[config.mk]
export PLATFORM = sky130hd
export DESIGN_NAME = cluster_reset_ctrl
export DESIGN_NICKNAME = d
export VERILOG_FILES = /design/src/rtl/crc_pkg.sv /design/src/rtl/crc_decoder.sv /design/src/rtl/crc_cluster.sv /design/src/rtl/crc_status.sv /design/src/rtl/cluster_reset_ctrl.sv
export SDC_FILE = /design/constraint.sdc
export NUM_CORES = 1
export LEC_CHECK = 0
export BUFFER_PORTS_ARGS = -buffer_cell sky130_fd_sc_hd__buf_2
export CORE_MARGIN = 2
export CORE_UTILIZATION = 49
export DETAILED_ROUTE_END_ITERATION = 10
export HOLD_SLACK_MARGIN = 0.06
export PLACE_DENSITY = 0.71
export SETUP_SLACK_MARGIN = 0.4
export SLEW_MARGIN = 5
export SYNTH_ARGS = -nofsm -noshare
export SYNTH_HDL_FRONTEND = slang
export SYNTH_SLANG_ARGS = --single-unit
[constraint.sdc]
create_clock -name clk -period 1.4 [get_ports clk]
set_input_delay 0.21 -clock clk [delete_from_list [all_inputs] [get_ports clk]]
set_output_delay 0.21 -clock clk [all_outputs]
set_load 0.03 [all_outputs]
[src/rtl/crc_pkg.sv]
package crc_pkg;
  localparam int CTRL_W      = 14;
  localparam int CORES       = 4;
  localparam int SIMD_OFS    = 4;
  localparam int L2_BIT      = 8;
  localparam int CDBG_OFS    = 9;
  localparam int CLDBG_BIT   = 13;
  localparam int WFI_OFS     = 16;
  localparam int WFE_OFS     = 20;
  localparam int ACK_OFS     = 24;
  localparam int SET_BASE    = 'h0520;
  localparam int CLR_BASE    = 'h0524;
  localparam int STAT_BASE   = 'h1520;
  localparam int STRIDE      = 8;

  typedef logic [CTRL_W-1:0] ctrl_word_t;

  // Power-on line state: cluster 0 keeps core 0 and its shared lines running.
  function automatic ctrl_word_t boot_word(input int idx);
    ctrl_word_t w;
    w = '1;
    if (idx == 0) begin
      w[0]           = 1'b0;
      w[SIMD_OFS]    = 1'b0;
      w[CDBG_OFS]    = 1'b0;
      w[L2_BIT]      = 1'b0;
      w[CLDBG_BIT]   = 1'b0;
    end
    return w;
  endfunction
endpackage

[src/rtl/crc_decoder.sv]
module crc_decoder
  import crc_pkg::*;
#(
  parameter int NUM_CLUSTERS = 4,
  parameter int ADDR_W       = 16
) (
  input  logic [ADDR_W-1:0]       addr,
  input  logic                    wr,
  output logic [NUM_CLUSTERS-1:0] set_en,
  output logic [NUM_CLUSTERS-1:0] clr_en,
  output logic [NUM_CLUSTERS-1:0] stat_sel
);
  for (genvar c = 0; c < NUM_CLUSTERS; c++) begin : g_dec
    localparam logic [ADDR_W-1:0] SetA  = ADDR_W'(SET_BASE  + c * STRIDE);
    localparam logic [ADDR_W-1:0] ClrA  = ADDR_W'(CLR_BASE  + c * STRIDE);
    localparam logic [ADDR_W-1:0] StatA = ADDR_W'(STAT_BASE + c * STRIDE);
    assign set_en[c]   = wr && (addr == SetA);
    assign clr_en[c]   = wr && (addr == ClrA);
    assign stat_sel[c] = (addr == StatA);
  end

  // a status access never reaches the control path
  always_comb begin
    a_r8_status_write_inert: assert (!(|stat_sel) || ((set_en | clr_en) == '0));
  end
endmodule

[src/rtl/crc_cluster.sv]
module crc_cluster
  import crc_pkg::*;
#(
  parameter int CL_IDX          = 0,
  parameter int RELEASE_LATENCY = 4
) (
  input  logic       clk,
  input  logic       rst,
  input  logic       set_en,
  input  logic       clr_en,
  input  ctrl_word_t wdata,
  output ctrl_word_t lines
);
  localparam int         LAT  = RELEASE_LATENCY;
  localparam int         CW   = $clog2(LAT + 1);
  localparam ctrl_word_t BOOT = boot_word(CL_IDX);

  ctrl_word_t target;
  ctrl_word_t stage [1:LAT];

  // The set path is applied last, so it wins over a release of the same bit.
  always_ff @(posedge clk) begin
    if (rst) begin
      target <= BOOT;
    end else begin
      target <= ((target & ~(clr_en ? wdata : '0)) | (set_en ? wdata : '0));
    end
  end

  for (genvar k = 1; k <= LAT; k++) begin : g_pipe
    if (k == 1) begin : g_first
      always_ff @(posedge clk) begin
        if (rst) stage[k] <= BOOT;
        else     stage[k] <= target;
      end
    end else begin : g_next
      always_ff @(posedge clk) begin
        if (rst) stage[k] <= BOOT;
        else     stage[k] <= stage[k-1];
      end
    end
  end

  assign lines = stage[LAT];

  // Cycles since the last accepted write, saturating at the latency.
  logic [CW-1:0] settle_cnt;
  always_ff @(posedge clk) begin
    if (rst)                        settle_cnt <= CW'(LAT);
    else if (set_en || clr_en)      settle_cnt <= '0;
    else if (settle_cnt != CW'(LAT)) settle_cnt <= settle_cnt + 1'b1;
  end

  a_r2_set_lands: assert property (@(posedge clk) disable iff (rst)
    set_en |=> ((target & $past(wdata)) == $past(wdata)));

  a_r3_clear_lands: assert property (@(posedge clk) disable iff (rst)
    (clr_en && !set_en) |=> ((target & $past(wdata)) == '0));

  a_r2_idle_holds: assert property (@(posedge clk) disable iff (rst)
    (!set_en && !clr_en) |=> $stable(target));

  a_r5_lines_settle: assert property (@(posedge clk) disable iff (rst)
    (settle_cnt == CW'(LAT)) |-> (lines == target));
endmodule

[src/rtl/crc_status.sv]
module crc_status
  import crc_pkg::*;
#(
  parameter int NUM_CLUSTERS = 4,
  parameter int DATA_W       = 32
) (
  input  logic                          clk,
  input  logic                          rst,
  input  logic [NUM_CLUSTERS-1:0]       stat_sel,
  input  ctrl_word_t                    lines [NUM_CLUSTERS],
  input  logic [NUM_CLUSTERS*CORES-1:0] wfi,
  input  logic [NUM_CLUSTERS*CORES-1:0] wfe,
  input  logic [NUM_CLUSTERS*CORES-1:0] dbg_ack,
  output logic [DATA_W-1:0]             rdata
);
  logic [DATA_W-1:0] word [NUM_CLUSTERS];
  logic [DATA_W-1:0] mux_out;

  for (genvar c = 0; c < NUM_CLUSTERS; c++) begin : g_word
    always_comb begin
      word[c] = '0;
      word[c][CTRL_W-1:0]               = lines[c];
      word[c][WFI_OFS +: CORES]         = wfi[c*CORES +: CORES];
      word[c][WFE_OFS +: CORES]         = wfe[c*CORES +: CORES];
      word[c][ACK_OFS +: CORES]         = dbg_ack[c*CORES +: CORES];
    end
  end

  always_comb begin
    mux_out = '0;
    for (int c = 0; c < NUM_CLUSTERS; c++) begin
      if (stat_sel[c]) mux_out = mux_out | word[c];
    end
  end

  always_ff @(posedge clk) begin
    if (rst) rdata <= '0;
    else     rdata <= mux_out;
  end

  a_r7_reserved_zero: assert property (@(posedge clk) disable iff (rst)
    (rdata[15:14] == 2'b00) && (rdata[DATA_W-1:28] == '0));

  a_r8_unmapped_reads_zero: assert property (@(posedge clk) disable iff (rst)
    (stat_sel == '0) |=> (rdata == '0));
endmodule

[src/rtl/cluster_reset_ctrl.sv]
module cluster_reset_ctrl
  import crc_pkg::*;
#(
  parameter int NUM_CLUSTERS    = 4,
  parameter int ADDR_W          = 16,
  parameter int DATA_W          = 32,
  parameter int RELEASE_LATENCY = 4
) (
  input  logic                          clk,
  input  logic                          rst,
  input  logic [ADDR_W-1:0]             bus_addr,
  input  logic                          bus_wr,
  input  logic [DATA_W-1:0]             bus_wdata,
  output logic [DATA_W-1:0]             bus_rdata,
  input  logic [NUM_CLUSTERS*CORES-1:0] core_wfi,
  input  logic [NUM_CLUSTERS*CORES-1:0] core_wfe,
  input  logic [NUM_CLUSTERS*CORES-1:0] core_dbg_ack,
  output logic [NUM_CLUSTERS*CORES-1:0] core_rst_o,
  output logic [NUM_CLUSTERS*CORES-1:0] simd_rst_o,
  output logic [NUM_CLUSTERS*CORES-1:0] cdbg_rst_o,
  output logic [NUM_CLUSTERS-1:0]       l2_rst_o,
  output logic [NUM_CLUSTERS-1:0]       cldbg_rst_o
);
  logic [NUM_CLUSTERS-1:0] set_en, clr_en, stat_sel;
  ctrl_word_t              lines [NUM_CLUSTERS];
  ctrl_word_t              wbits;

  assign wbits = bus_wdata[CTRL_W-1:0];

  crc_decoder #(
    .NUM_CLUSTERS (NUM_CLUSTERS),
    .ADDR_W       (ADDR_W)
  ) dec_i (
    .addr     (bus_addr),
    .wr       (bus_wr),
    .set_en   (set_en),
    .clr_en   (clr_en),
    .stat_sel (stat_sel)
  );

  for (genvar c = 0; c < NUM_CLUSTERS; c++) begin : g_cl
    crc_cluster #(
      .CL_IDX          (c),
      .RELEASE_LATENCY (RELEASE_LATENCY)
    ) cl_i (
      .clk    (clk),
      .rst    (rst),
      .set_en (set_en[c]),
      .clr_en (clr_en[c]),
      .wdata  (wbits),
      .lines  (lines[c])
    );

    for (genvar x = 0; x < CORES; x++) begin : g_core
      assign core_rst_o[c*CORES + x] = lines[c][x];
      assign simd_rst_o[c*CORES + x] = lines[c][SIMD_OFS + x];
      assign cdbg_rst_o[c*CORES + x] = lines[c][CDBG_OFS + x];
    end
    assign l2_rst_o[c]    = lines[c][L2_BIT];
    assign cldbg_rst_o[c] = lines[c][CLDBG_BIT];
  end

  crc_status #(
    .NUM_CLUSTERS (NUM_CLUSTERS),
    .DATA_W       (DATA_W)
  ) stat_i (
    .clk      (clk),
    .rst      (rst),
    .stat_sel (stat_sel),
    .lines    (lines),
    .wfi      (core_wfi),
    .wfe      (core_wfe),
    .dbg_ack  (core_dbg_ack),
    .rdata    (bus_rdata)
  );

  // one bus access selects at most one register
  a_r8_single_target: assert property (@(posedge clk) disable iff (rst)
    $onehot0({set_en, clr_en, stat_sel}));
endmodule

* Yosys cells after proc, flatten, opt, wreduce, memory -nomap -nowiden
Memories as Yosys holds them, arrays and structs flattened.
Cells that the tools add are included.
** Word-level totals
- Bits in registers :: 88
- RAM bits :: 224
- Input bits :: 99
- Output and inout port bits :: 88
- Logic and storage cells :: 91
- Memories :: 4
** Memory list
- g_cl[0].cl_i.stage :: words 4, bits a word 14, rd ports 4, clocked after Yosys merged registers in 0, wr ports 4, line crc_cluster.sv:19 : ctrl_word_t stage [1:LAT];
- g_cl[1].cl_i.stage :: words 4, bits a word 14, rd ports 4, clocked after Yosys merged registers in 0, wr ports 4, line crc_cluster.sv:19
- g_cl[2].cl_i.stage :: words 4, bits a word 14, rd ports 4, clocked after Yosys merged registers in 0, wr ports 4, line crc_cluster.sv:19
- g_cl[3].cl_i.stage :: words 4, bits a word 14, rd ports 4, clocked after Yosys merged registers in 0, wr ports 4, line crc_cluster.sv:19
** Cells by class
- Equality and inequality tests :: 12
- Muxes and demuxes :: 31
- Bitwise operators :: 31
- Reductions and logical operators :: 8
** Operators by type and width (count)
- 2-to-1 mux 14 bit :: 24
- equality test 16 x 11 -> 1 bit, second input constant :: 8
- 2-to-1 mux 32 bit :: 3
- bitwise OR 32 x 28 -> 32 bit :: 3
- equality test 16 x 13 -> 1 bit, second input constant :: 4
- AND 14 bit :: 4
- NOT 14 bit :: 4
- bitwise OR 14 bit :: 4
- 2-to-1 mux 28 bit :: 1
- bitwise OR 1 bit :: 16
- logical AND 1 bit :: 8
- 2-to-1 mux 1 bit :: 3

* Longest topological paths before layout
- Word-level depth :: 8
- Depth in mapped cells :: 7
- Gate-level depth less buffers :: 4

* Cells and area by module
Synthesis repeated with hierarchy kept, for this count alone.
** Second synthesis, totals
- Cell total of the unflattened synthesis :: 868
- Area, all modules :: 9910.8 um2
** By module, submodules not included
- crc_cluster (g_cl[1].cl_i ...) :: instances 3, cells an instance 177, area an instance 2093.3 um2, seq. area each 1401.3 um2
- crc_cluster (g_cl[0].cl_i) :: instances 1, cells an instance 182, area an instance 2128.3 um2, seq. area each 1401.3 um2
- crc_status :: instances 1, cells an instance 126, area an instance 1292.5 um2, seq. area each 520.5 um2
- crc_decoder :: instances 1, cells an instance 29, area an instance 210.2 um2, seq. area each 0.0 um2

* Worst setup path before layout
Ideal clock, no wire load.
- Path type :: input to register
- From :: input bus_addr[10]
- To :: register g_cl[3].cl_i.target[0]
- Library setup time :: 122 ps
- Arrival time :: 1376 ps
- Data required time :: 1278 ps
- Path slack :: -98 ps
- Cell stages on the path :: 7
- Buffers on the path :: 3
- Cells stage by stage :: nor4b_4 > and2_1 > buf_4 > and4_1 > buf_4 > buf_6 > a221o_1
** On the way
- Longest elaborated chain between the ends :: 6
- Elaborated cells between the ends (all ways) :: 9
- Classes of those cells :: eq/ne: 2; mux: 2; bitwise: 3; reduce/logical: 2
** Ends and longest elaborated chain
- start: declaration :: line cluster_reset_ctrl.sv:11 : input logic [ADDR_W-1:0] bus_addr,
- equality test 16 x 11 -> 1 bit :: line crc_decoder.sv:18 : assign clr_en[c] = wr && (addr == ClrA);
- logical AND 1 bit :: line crc_decoder.sv:18
- 2-to-1 mux 14 bit :: line crc_cluster.sv:26 : target <= ((target & ~(clr_en ? wdata : '0)) | (set_en ? wdata : '0));
- NOT 14 bit :: line crc_cluster.sv:26
- AND 14 bit :: line crc_cluster.sv:26
- bitwise OR 14 bit (*) :: line crc_cluster.sv:26
- end signal: assignment :: line crc_cluster.sv:26
- end: declaration :: line crc_cluster.sv:18 : ctrl_word_t target;
Every way passes the cells marked *; elsewhere a longest branch is shown, timed or not.
A chain may end at the register's enable or synchronous reset.

* Worst setup path after layout
- From :: input bus_addr[6]
- To :: register g_cl[3].cl_i.target[1]
The elaborated chain is that of the path after synthesis.

==> summary.md <==
| Metric | Value |
|---|---|
| Status | `finished clean` |
| Commonest cells after routing, fill and taps aside | `dfxtp_1, or2_2, buf_6, dfxtp_2, buf_2` |
| Final setup viols | `0` |
| Cell Area, Synth | `between 10000 and 15000 sq um` |
| Congestion Overflow GR | `0` |
| Final Hold Vio Count | `0` |
| FF+latch count, synth | `306` |
| Setup slack at placement | `-0.2986 ns` |
| Unrepaired setup endpoints after global routing | `yes` |
| Pins over their slew limit | `0` |
| Largest fanout on the critical path | `7` |
| Total GRT Usage | `0.2063` |
| Vias per cell | `4.982` |
| WS Path Type | `in -> reg` |
| DP HPWL | `13540 microns` |
| Clk_lat worst skew | `around 0.53 ns` |
| DR vias | `approximately 6800` |
| Syn_area_per_cell | `around 12 sq um` |
| Clock skew | `about 0.013 ns` |
| Gpl congestion | `0.7389` |
| Placeable Area | `around 20000 sq um` |
| Setup ws final | `between 0.1 and 0.15 ns` |
| Hold_sp | `bus_wdata[13]` |
| Yosys cell types | `32` |
| Sw power | `about 3.5 mW` |
| Total chip power | `approximately 17 mW` |
| Worst EP arrival | `~1.7 ns` |
| Hold crit path type | `in -> reg` |
| Multi-input logic area | `3582 sq um` |
| FP Rows | `between 50 and 60` |
| EDFF count, synth | `0` |
| Initial Utilization | `0.5018` |
| R2r startpoint | `g_cl[0].cl_i.stage[0][64]` |
| Total internal power | `between 10 and 15 mW` |
| Power Density | `~1200 nW/um^2` |
| CTS tree | `built` |
| Post-synth ARST share | `0` |
| CTS clk-pin slew, worst paths | `0.06 ns` |
| Routed Wire Length | `approximately 24000 microns` |
| Initial antenna violation count | `0` |
| Vias in the first global route | `6635` |
| Period utilisation layout | `0.9109` |
| H-tree levels | `1` |
| Clk buf depth | `3` |
| Placed instance area | `10990 sq um` |
| Area growth from synthesis to layout | `38.55%` |
| First-pass GRT wire length | `36330 microns` |
| WP data required | `between 1.5 and 2 ns` |
| Sw Ratio | `0.2006` |
| Post-layout instance area | `~14000 sq um` |
| Drt pass-1 iters | `7` |
| Register area share after synthesis | `0.6014` |
| Max Cap Viol | `0` |
| Fillers | `around 1300` |
| CP Launch Point | `bus_addr[6]` |
| Die height | `about 150 microns` |
| Ys Warns | `0` |
| Minimum clock period | `between 1 and 1.5 ns` |
| Worst IR drop on VDD | `a little under 0.7 mV` |
| R2R setup slack | `~0.40 ns` |
| TritonCTS Buffers | `29` |
| Drt drc | `0` |
| Root Buffer | `clkbuf_16` |
| Max frequency | `slightly below 800 MHz` |
| Worst Setup End Kind | `register` |
| Power share of the clock group | `0.453` |
| Layout cell share with drive strength beyond 1 | `0.5749` |
| PortBufs | `between 150 and 200` |
| Main synth FF type | `dfxtp_1` |
| Reg power frac | `0.505` |
| IO Pins | `187` |
| Clk sinks | `approximately 300` |
| Reg area | `approximately 6200 sq um` |
| Nets | `about 1200` |
| Cell count after synthesis | `around 880` |
| Crit path launch type | `primary input` |
| Initial drt markers | `between 400 and 500` |
| Combinational share of power | `0.042` |
| Number of diodes | `0` |
| Die area | `approximately 22000 sq um` |
| Routed length per instance | `about 18 microns` |
| Commonest non-fill, non-tap cell in the layout | `dfxtp_1` |
| Die Span X | `148.2 microns` |
| Largest net degree at the start of global routing | `53` |
| Lkg Pwr | `5.461 nW` |
| Final antenna-violating net count | `0` |
## cells by family (layout without fill, tap and decap cells)
kind of cell / count (synthesis) / count (layout) / share of synthesized area
compound gates: 77 / 77 / 0.06609
buf+inv: 132 / 351 / 0.08316
flops: 306 / 306 / 0.6014
mux: 57 / 57 / 0.05699
other cells: 1 / 6 / 0.0003682
simple gates: 304 / 304 / 0.1920
## critical path, cell delays in order
cell,delay [ns]
buf_6,0.09
nor4_4,0.28
buf_4,0.16
and3_4,0.20
buf_6,0.13
buf_12,0.10
buf_16,0.11
nand4_1,0.09
a221o_1,0.31
## sequential cells by signal, summed over array words and instances (netlist names)
name and count:
g_cl.cl_i.stage 224, g_cl.cl_i.target 56, stat_i.rdata 26
## cells in the mapped netlist, types with 2 or more instances
| library cell | instances | area (sq um) |
|---|---|---|
| nor4_4 | 2 | 42.54 |
| clkbuf_1 | 33 | 123.9 |
| nor2_1 | 2 | 7.510 |
| buf_1 | 3 | 11.26 |
| buf_2 | 21 | 105.1 |
| nor2b_1 | 23 | 143.9 |
| buf_4 | 68 | 510.5 |
| dfxtp_1 | 306 | 6126 |
| nand3_2 | 2 | 20.02 |
| and4_1 | 3 | 26.28 |
| nand2_1 | 2 | 7.510 |
| a221o_1 | 51 | 510.5 |
| o22ai_1 | 26 | 162.7 |
| mux2i_1 | 52 | 520.5 |
| and4b_1 | 2 | 20.02 |
| nand4_1 | 28 | 175.2 |
| mux2_2 | 4 | 45.04 |
| or2_2 | 204 | 1276 |
| buf_6 | 5 | 56.30 |
| buf_12 | 2 | 40.04 |
| nand3_1 | 27 | 135.1 |
## power by group through the flow
stage	clock network [mW]	logic (mW)	registers (mW)
4_1_cts	7.95	0.678	8.70
5_1_grt	8.32	0.772	8.69
2_1_floorplan	0	0.289	8.90
6_report	7.80	0.728	8.70
3_5_place_dp	0	0.514	8.90
3_3_place_gp	0	0.508	8.90
## final timing paths
path | depth (start not counted) | to
worst min-delay path | 3 | g_cl[2].cl_i.target[13]
worst max register to register | 4 | stat_i.rdata[8]
worst min register to register | 1 | g_cl[1].cl_i.stage[0][68]
worst max-delay path | 9 | g_cl[3].cl_i.target[1]
## repair_timing
item	4_1_cts	5_1_grt
setup buffers	23	7
pin swaps	15	7
gates cloned	10	1
hold buffers	57	1
setup endpoints to repair	149	164
endpoints found under the hold margin	53	1
resized for setup	298	33
## cell type report
type	count	area share
multi-input cells	444	0.2538
clock buffers	42	0.05985
repair buffers	298	0.2106
well taps	270	0.02394
flip-flops and latches	306	0.4419
clock inverters	11	0.009930
## stage by stage
step | hold slack, ns | util | setup TNS (ns) | std cells
4_1_cts | 0.06117 | 0.6807 | 0 | 1362
6_report | 0.09102 | 0.6952 | 0 | 1371
3_3_place_gp | 0.3921 | 0.5414 | -17.05 | 1219
3_5_place_dp | 0.3923 | 0.5414 | -18.97 | 1219
2_1_floorplan | 0.2901 | - | -1.912 | 882
5_1_grt | 0.07371 | 0.6952 | 0 | 1371
## layer usage
metal / share of wire / global-route usage
met1: 0.41 / 0.2591
met4: 0.031 / 0.06333
met3: 0.067 / 0.03589
met5: 0 / 0
met2: 0.49 / 0.3632
No activity file was read; power rests on OpenSTA's default activity.
